[src/rtl/dma2d_addr_gen.sv]
module dma2d_addr_gen #(
  parameter int AW = 32,
  parameter int CW = 16
) (
  input  logic          clk,
  input  logic          rst_n,
  input  logic          load,
  input  logic [AW-1:0] ld_start,
  input  logic [CW-1:0] ld_xcount,
  input  logic [AW-1:0] ld_xstride,
  input  logic [CW-1:0] ld_ycount,
  input  logic [AW-1:0] ld_ystride,
  input  logic [3:0]    ld_cfg,
  input  logic          elem_req,
  input  logic          irq_clr,
  output logic          elem_ack,
  output logic [AW-1:0] addr,
  output logic [CW:0]   cur_xcount,
  output logic [CW:0]   cur_ycount,
  output logic          busy,
  output logic          to_mem,
  output logic          fifo_flush,
  output logic          done,
  output logic          irq_pend
);
  localparam int NW = CW + 1;
  localparam logic [NW-1:0] ONE = NW'(1);

  function automatic logic [NW-1:0] widen(input logic [CW-1:0] c);
    return (c == '0) ? {1'b1, {CW{1'b0}}} : {1'b0, c};
  endfunction

  logic [AW-1:0] addr_q, xs_q, ys_q;
  logic [NW-1:0] xrel_q, xcnt_q, ycnt_q;
  logic          busy_q, dir_q, irq_en_q, flush_q, irq_q;

  wire accept  = elem_req & busy_q & ~load;
  wire row_end = (xcnt_q == ONE);
  wire last    = row_end & (ycnt_q == ONE);

  assign elem_ack   = accept;
  assign done       = accept & last;
  assign addr       = addr_q;
  assign cur_xcount = xcnt_q;
  assign cur_ycount = ycnt_q;
  assign busy       = busy_q;
  assign to_mem     = dir_q;
  assign fifo_flush = flush_q;
  assign irq_pend   = irq_q;

  always_ff @(posedge clk or negedge rst_n) begin
    if (!rst_n) begin
      addr_q   <= '0;
      xs_q     <= '0;
      ys_q     <= '0;
      xrel_q   <= '0;
      xcnt_q   <= '0;
      ycnt_q   <= '0;
      busy_q   <= 1'b0;
      dir_q    <= 1'b0;
      irq_en_q <= 1'b0;
      flush_q  <= 1'b0;
    end else begin
      flush_q <= load & ld_cfg[2];
      if (load) begin
        addr_q   <= ld_start;
        xs_q     <= ld_xstride;
        ys_q     <= ld_cfg[0] ? ld_ystride : '0;
        xrel_q   <= widen(ld_xcount);
        xcnt_q   <= widen(ld_xcount);
        ycnt_q   <= ld_cfg[0] ? widen(ld_ycount) : ONE;
        busy_q   <= 1'b1;
        dir_q    <= ld_cfg[1];
        irq_en_q <= ld_cfg[3];
      end else if (accept) begin
        if (last) begin
          busy_q <= 1'b0;
        end else if (row_end) begin
          addr_q <= addr_q + ys_q;
          xcnt_q <= xrel_q;
          ycnt_q <= ycnt_q - ONE;
        end else begin
          addr_q <= addr_q + xs_q;
          xcnt_q <= xcnt_q - ONE;
        end
      end
    end
  end

  always_ff @(posedge clk or negedge rst_n) begin
    if (!rst_n)                  irq_q <= 1'b0;
    else if (done && irq_en_q)   irq_q <= 1'b1;
    else if (irq_clr)            irq_q <= 1'b0;
  end


  x_step_chk: assert property (@(posedge clk) disable iff (!rst_n)
    (accept && !row_end) |=> (addr == $past(addr) + $past(xs_q)) && (cur_xcount == $past(cur_xcount) - ONE));


  row_wrap_chk: assert property (@(posedge clk) disable iff (!rst_n)
    (accept && row_end && !last) |=> (addr == $past(addr) + $past(ys_q)) && (cur_ycount == $past(cur_ycount) - ONE));


  hold_chk: assert property (@(posedge clk) disable iff (!rst_n)
    (!elem_req && !load) |=> $stable(addr) && $stable(cur_xcount) && $stable(cur_ycount));


  done_idle_chk: assert property (@(posedge clk) disable iff (!rst_n)
    (done && !load) |=> !busy && !elem_ack);


  count_live_chk: assert property (@(posedge clk) disable iff (!rst_n)
    busy |-> (cur_xcount != '0) && (cur_ycount != '0));


  irq_sticky_chk: assert property (@(posedge clk) disable iff (!rst_n)
    (irq_pend && !irq_clr) |=> irq_pend);


  flush_pulse_chk: assert property (@(posedge clk) disable iff (!rst_n)
    fifo_flush |-> !$past(fifo_flush) || $past(load));
endmodule

[config.mk]
export PLATFORM = sky130hd
export DESIGN_NAME = dma2d_addr_gen
export DESIGN_NICKNAME = d
export VERILOG_FILES = /design/src/rtl/dma2d_addr_gen.sv
export SDC_FILE = /design/constraint.sdc
export NUM_CORES = 1
export LEC_CHECK = 0
export BUFFER_PORTS_ARGS = -buffer_cell sky130_fd_sc_hd__buf_2
export CAP_MARGIN = 20
export CORE_MARGIN = 1
export CORE_UTILIZATION = 50
export DETAILED_ROUTE_END_ITERATION = 7
export GPL_TIMING_DRIVEN = 0
export PLACE_DENSITY = 0.78
export SYNTH_ARGS = -nofsm -noshare
export SYNTH_HDL_FRONTEND = slang
export SYNTH_SLANG_ARGS = --single-unit
[constraint.sdc]
create_clock -name clk -period 4.3 [get_ports clk]
set_clock_uncertainty 0.1 [all_clocks]
set_input_delay 1.29 -clock clk [delete_from_list [all_inputs] [get_ports clk]]
set_output_delay 1.29 -clock clk [all_outputs]
set_load 0.05 [all_outputs]
# After elaboration in Yosys (flattened, before gate mapping)
# Index checks and enable logic that the tools add are counted.
# totals
out_inout_bits	72
regBits	152
word_cells	55
# op_classes
reduce_logical	10
mux	21
n_addsub	4
bitwise_logic	6
n_eq_ne	3
# op_table
cell	count
$mux 17	11
$mux 32	5
$add 32x32->32	2
$eq 17x1->1 const B	2
$sub 17x1->17 const B	2
$logic_not 16->1	2
$reduce_bool 2->1	4
$and 1x1->1	5
$mux 1	5
$reduce_and 2->1	2
$reduce_and 3->1	1
$ne 2x2->1 const B	1
$logic_and 1x1->1	1
$not 1->1	1

# Logic depth before layout (Yosys ltp)
# Gate-level depths: netlist of run 1.
# logic_depth
word_depth	5
ltp_mapped	20
ltp_nobuf	17

# Worst setup path after synthesis of run 1
# No wires, ideal clock.
# synth_timing
kind	register to register
start	register xcnt_q[9] (netlist: cur_xcount[9])
end	register addr_q[31] (netlist: addr[31])
setup_ps	134
slack_ps	-318
arrival_ps	4384
path_stages_with_launch	19
cell_sequence	dfrtp_1 -> or3_4 -> or3_4 -> or3_1 -> buf_6 -> clkbuf_1 -> clkbuf_1 -> nand2_1 -> nand2_1 -> ha_1 -> clkbuf_1 -> nand4_1 -> nor3_1 -> o311ai_0 -> nand4_1 -> a211oi_1 -> o31ai_1 -> xnor2_1 -> o22ai_1
# synth_between
elab_chain_cells	5
elab_cells_between_ends	8
classes_between	2 x eq/ne; 4 x mux; 1 x bitwise; 1 x reduce/logical
# synth_rtl
item	line	source
from (decl)	34	logic [NW-1:0] xrel_q, xcnt_q, ycnt_q;
from (signal assigned)	70	xcnt_q <= widen(ld_xcount);
from (signal assigned)	80	xcnt_q <= xrel_q;
from (signal assigned)	84	xcnt_q <= xcnt_q - ONE;
$eq 17x1->1 (*)	38	wire row_end = (xcnt_q == ONE);
$mux 32	78	end else if (row_end) begin
$mux 32	76	if (last) begin
$mux 32	75	end else if (accept) begin
$mux 32	65	if (load) begin
to (signal assigned)	66	addr_q <= ld_start;
to (signal assigned)	79	addr_q <= addr_q + ys_q;
to (signal assigned)	83	addr_q <= addr_q + xs_q;
to (decl)	33	logic [AW-1:0] addr_q, xs_q, ys_q;
# Every way passes the cells marked *; elsewhere a longest branch is shown, timed or not. The select of a mux whose other input is x is not followed.
# A chain may end at the register's enable or synchronous reset.

# Final worst setup path of run 1
# layout_timing
start	register xcnt_q[9] (netlist: cur_xcount[9])
end	register addr_q[27] (netlist: addr[27])
# Same word-level chain as after synthesis.

==> flow_summary.ini, run 1 <==
[run_status]
violations = setup timing
status = finished, violations left

[setup_path]
arrival_ps = 4500
cp_slowest_cell = dfrtp_2
critPathLaunchType = register
path_depth = 16
cp_slowest_stage_delay_ps = 400
reg2reg_depth = 16
critical_path_buf_inv_count = 2
cp.required_ps = 4500
rr_startpoint = cur_xcount[9]
criticalPathCategory = register to register
crit_chain = or3_4 > or3_4 > buf_6 > nor3_4 > buf_4 > nand2_1 > nand2_1 > ha_2 > and2_1 > and3_1 > a221o_1 > a22o_1 > a31oi_2 > nor2b_2 > mux2i_1 > o21ai_0
r2r_end = addr[27]
cp-end-kind = register
worstPathMaxFanout = 10
r2r_slack_ps = -6
crit_family = simple AND/OR/NAND/NOR gates

[logic_synthesis]
synth-adder-area-share_pct = 5.530
synth_xor_area_share_pct = 4.790
synthMuxAreaShare_pct = 5.795
async_flop_share_pct = 100.0
synth-edff-count = 0
synth-seq-cells = 152
syn_nets = 1174
synthDominantCellAreaShare_pct = 42.45
synth_top_family_by_area = simple AND/OR/NAND/NOR gates
synth-compound-area-share_pct = 18.82
yosysSeqAreaShare_pct = 42.45
synth-simple-area-share_pct = 19.27
yosys.area.top_type = dfrtp_1
synth_ff_type = dfrtp_1
synth_warnings = 0
syn_area_mm2 = 0.008960
netlist_instances = 998
avgSynthCellArea_um2 = 8.978
synth_area_leaders = dfrtp_1 (42%), nand2_1 (7.8%), ha_1 (5.3%), mux2_2 (4.9%), o21ai_0 (3.9%)
synth_cell_types = 64

[run]
timing.max_cap.violations = 0

[placement]
place.gp.congestion = 0.9410
port_buffers = 207
pre_cts_slack_ps = -692.4
place_hpwl_um = 20110
place_area_mm2 = 0.01038

[sta]
fin_ws_ps = -6.203
hold_viol = 0
finalMaxSlewViolations = 0
tightest_slew_ps = 932.8
max_freq_ghz = 0.2322
post-route-period-util_pct = 100.1
min_period_ps = 4306
setup_tns_ps = -6.203
grt_setup_unrepaired = yes
relSlewSlack_pct = 37.82
setup_viol = 1

[hold_path]
min_path_cells = 2
hp-start = xrel_q[13]
worstHoldPathType = register to register
whs_endpoint = xrel_q[13]

[floorplanning]
initial_utilization_pct = 51.44
num_rows = 48
io_pins = 209
die_area_mm2 = 0.01846
die_w_um = 135.9
core_area_mm2 = 0.01742
fp.dieH_um = 135.9

[cts]
cts_root_buf = clkbuf_16
cts_tree = done
clkLatencyLatePin_ps = 430
path_clk_slew_ps = 60
cts.sinks = 152
cts_made_buffers = 17
cts.path.max_buffers = 2
htree_num_levels = 4
holdBufCountCts = 0

[layout]
design_area_mm2 = 0.01144
final_common_cell = buf_2
num-nets-final = 1413
syn2layout_area_growth_pct = 27.71
mostFrequentLayoutCells = buf_2 (210), nand2_1 (183), dfrtp_1 (146)
drive_above_1_share_pct = 30.29

[pwr]
leakage_nw = 5.421
power_mw = 5.239
cellPowerDensity_mw_per_mm2 = 457.9
max-vdd-ir-drop_mv = 0.3214

[drt]
via_per_inst = 5.953
vias = 8786
firstDrtPassIters = 5
wirelength_um = 28630
drt-initial-drc-count = 696
detail-route-antenna-nets = 0
wl_per_cell_um = 19.40
drc = 0

[global_routing]
antenna_found_initial = 3
grt_overflow = 0
grt_max_degree = 81
grt_pass1_wl_um = 44240
grt_pass1_vias = 8500
grt.total_usage_pct = 31.59
cell type report:
type | count | area, um2
Inverter | 20 | 75.07
Sequential cell | 152 | 3811
Buffer | 47 | 254.0
Multi-Input combinational cell | 770 | 5170
Antenna cell | 3 | 7.507
Clock buffer | 23 | 488.0
Timing Repair Buffer | 229 | 1237
Tap cell | 225 | 281.5
Clock inverter | 7 | 117.6
Fill cell | 1420 | 5974
cell families (layout without fill, tap and decap cells):
family	count (synthesis)	after routing
fa+ha+maj	39	39
xor+xnor	49	49
mux	47	47
flops	152	152
simple gates	374	374
buf+inv	76	326
compound gates	261	261
other cells	0	3
tightest hold or removal path, delay by kind of cell (launching register included):
kind,cells,cell delay (ps)
flip-flops,1,320
AND/OR/NAND/NOR,2,120
cells in the mapped netlist, types with 5 or more instances:
| master | n |
|---|---|
| inv_1 | 19 |
| o21ai_1 | 8 |
| nand2_1 | 187 |
| nor2_1 | 66 |
| xnor2_1 | 27 |
| clkbuf_1 | 47 |
| a22oi_1 | 6 |
| mux2i_1 | 8 |
| o211ai_1 | 6 |
| dfrtp_1 | 152 |
| and2_1 | 6 |
| xor2_1 | 22 |
| nor2b_1 | 11 |
| a21o_1 | 11 |
| buf_2 | 5 |
| ha_1 | 38 |
| a211oi_1 | 6 |
| nor4_1 | 14 |
| o21a_1 | 7 |
| nand4_1 | 6 |
| nor3_1 | 16 |
| o21ai_0 | 69 |
| o221ai_1 | 10 |
| and3_1 | 7 |
| mux2_2 | 39 |
| a21oi_1 | 64 |
| nand3_1 | 28 |
| nand2b_1 | 7 |
| a31oi_1 | 7 |
| a22o_1 | 35 |
through the flow:
| stage | utilization [%] | instances | hold slack, ps |
|---|---|---|---|
| 2_1_floorplan | - | 998 | 338.5 |
| 3_3_place_gp | 59.40 | 1430 | 356.5 |
| 3_5_place_dp | 59.60 | 1431 | 358.7 |
| 4_1_cts | 64.58 | 1479 | 371.7 |
| 5_1_grt | 65.70 | 1476 | 395.5 |
| 6_report | 65.70 | 1476 | 369.5 |
what timing repair did:
item | 4_1_cts | 5_1_grt
pin swaps | 12 | 25
setup buffers | 19 | 3
cloned | 0 | 0
setup endpoints to repair | 27 | 21
gates resized for setup | 29 | 56
where the power goes:
| part | internal (mW) | switching [mW] | leakage (nW) |
|---|---|---|---|
| registers | 1.60 | 0.149 | 1.86 |
| logic | 0.715 | 1.22 | 3.27 |
| clock network | 0.968 | 0.593 | 0.299 |
layer usage:
layer,GRT usage (%),wire (um),up-vias
met3,6.227,2188,80
met1,41.43,11800,4241
met2,50.26,13590,420
li1,-,-,4045
met5,0,0,-
met4,14.88,1051,0
state kept, by name, summed over array words and instances, names as in the netlist:
| signal | flops |
|---|---|
| irq_pend | 1 |
| xrel_q | 17 |
| ys_q | 32 |
| to_mem | 1 |
| addr | 32 |
| busy | 1 |
| fifo_flush | 1 |
| cur_ycount | 17 |
| cur_xcount | 17 |
| xs_q | 32 |
| irq_en_q | 1 |
worst max path at each step:
stage                    from        endpoint  slack [ps]
6_report        cur_xcount[9]        addr[27]          -6
2_1_floorplan  cur_xcount[10]        addr[31]         -20
3_5_place_dp    cur_xcount[2]        addr[20]        -690
4_1_cts        cur_xcount[14]        addr[26]           5
3_3_place_gp            rst_n  cur_xcount[13]        -730
5_1_grt         cur_xcount[9]        addr[27]        -180
Note: power is estimated with default switching activity, not from simulation.
==> inputs of run 2 (changes only) <==
Settings changed: HOLD_SLACK_MARGIN set to 0.12, RECOVER_POWER set to 25, SLEW_MARGIN set to 15.
==> flow_summary.ini, run 2 (same netlist as run 1, synthesis figures left out) <==
[cts]
cts.path.max_buffers = 2
cts_root_buf = clkbuf_16
clkLatencyLatePin_ps = 430
cts.sinks = 152
path_clk_slew_ps = 60
htree_num_levels = 4
cts_made_buffers = 17
cts_tree = done
holdBufCountCts = 0

[pwr]
cellPowerDensity_mw_per_mm2 = 458.3
leakage_nw = 5.404
combPwrFrac_pct = 36.3
switching_share_pct = 37.56
p_int_mw = 3.245
seqPwrFrac_pct = 33.6
power_mw = 5.196
max-vdd-ir-drop_mv = 0.3311
clkPwrFrac_pct = 30.2
p_switching_mw = 1.952

[placement]
place_hpwl_um = 20110
pre_cts_slack_ps = -685.7
place.gp.congestion = 0.9410
port_buffers = 207

[sta]
holdWs_ps = 376.3
setup_tns_ps = -27.30
setup_viol = 1
grt_setup_unrepaired = yes
fin_ws_ps = -27.30
post-route-period-util_pct = 100.6
hold_viol = 0
relSlewSlack_pct = -18.66
finalMaxSlewViolations = 74
max_freq_ghz = 0.2311
min_period_ps = 4327
tightest_slew_ps = 1780

[floorplanning]
die_area_mm2 = 0.01846
initial_utilization_pct = 51.44
die_w_um = 135.9
core_area_mm2 = 0.01742
fp.dieH_um = 135.9
io_pins = 209
num_rows = 48

[layout]
final_common_cell = buf_2
fillers = 1448
fin_util_pct = 65.10
mostFrequentLayoutCells = buf_2 (210), nand2_1 (184), dfrtp_1 (146)
num-nets-final = 1416
syn2layout_area_growth_pct = 26.55
drive_above_1_share_pct = 28.86

[run]
timing.max_cap.violations = 1

[drt]
drc = 0
vias = 8836
drt-initial-drc-count = 694
firstDrtPassIters = 7
via_per_inst = 5.974
wirelength_um = 28450
wl_per_cell_um = 19.24
detail-route-antenna-nets = 0

[global_routing]
antenna_found_initial = 3
grt_pass1_vias = 8509
grt_overflow = 0
grt_max_degree = 81
grt_pass1_wl_um = 44040
grt.total_usage_pct = 31.53

[setup_path]
worstPathMaxFanout = 4
cp-end-kind = register
critPathLaunchType = register
cp.required_ps = 4480
rr_startpoint = cur_xcount[9]
crit_start = cur_xcount[9]
arrival_ps = 4510
criticalPathCategory = register to register

[hold_path]
worstHoldPathType = register to register
hp-start = xrel_q[13]

[run_status]
status = finished, violations left
violations = capacitance limit, slew limit, setup timing
==> run 2: cell count changes in the layout (fill, tap and decap cells not counted), sizes merged <==
cell / before / now
buf: 239 / 234
clkbuf: 60 / 68
==> run 2: repair_timing <==
action	4_1_cts	5_1_grt
pin swaps	11	23
resized for setup	27	33
buffers inserted	16	4
endpoints found under the setup margin	26	20
==> run 2: metrics by stage <==
| stage | instances | instance area [um2] |
|---|---|---|
| 4_1_cts | 1476 | 11220 |
| 5_1_grt | 1479 | 11340 |
| 2_1_floorplan | 998 | 9029 |
| 3_5_place_dp | 1431 | 10380 |
| 3_3_place_gp | 1430 | 10350 |
| 6_report | 1479 | 11340 |
==> run 2: worst max-delay path, stage by stage, from the launching register on <==
cell	delay, ps
dfrtp_2	410
or3_4	400
or3_4	400
buf_6	140
nor3_4	300
buf_4	170
buf_4	120
nand2_1	50
nand2_1	90
ha_1	230
a21o_1	190
and4_1	230
o211ai_1	260
nand4_1	270
a211oi_2	400
o31ai_1	150
xnor2_1	170
o22ai_1	90
==> run 2: final timing paths <==
kind                                  end  depth (start not counted)  slack (ps)
min                            xrel_q[13]                          2         380
min in group asynchronous   cur_ycount[9]                          1        1210
max in group asynchronous  cur_xcount[11]                          2         770
max                              addr[31]                         17         -30
max reg2reg                      addr[31]                         17         -30
min reg2reg                    xrel_q[13]                          2         380
==> run 2: power by group through the flow <==
| stage | registers, mW | logic [mW] | clock network (mW) |
|---|---|---|---|
| 6_report | 1.74 | 1.89 | 1.57 |
| 5_1_grt | 1.76 | 2.03 | 1.63 |
| 4_1_cts | 1.74 | 1.80 | 1.57 |
| 3_5_place_dp | 1.76 | 1.73 | 0 |
| 3_3_place_gp | 1.75 | 1.70 | 0 |
| 2_1_floorplan | 2.06 | 0.953 | 0 |
==> run 2: area by class of cell <==
class / instances / area, um2 / share of cell area [%]
Clock buffer: 23 / 488.0 / 4.304
Tap cell: 225 / 281.5 / 2.483
Sequential cell: 152 / 3811 / 33.61
Antenna cell: 3 / 7.507 / 0.06621
Clock inverter: 7 / 117.6 / 1.037
Inverter: 20 / 75.07 / 0.6621
Buffer: 51 / 265.3 / 2.339
Multi-Input combinational cell: 770 / 5092 / 44.91
Timing Repair Buffer: 228 / 1200 / 10.58
==> run 2: per-layer routing <==
metal  vias to the layer above  part of all wire (%)  GRT usage [%]
met3                        71                   7.8          6.301
met1                      4297                    41          41.81
met5                         -                     0              0
met2                       427                    48          50.28
met4                         0                   3.4          13.21
li1                       4041                     -              -
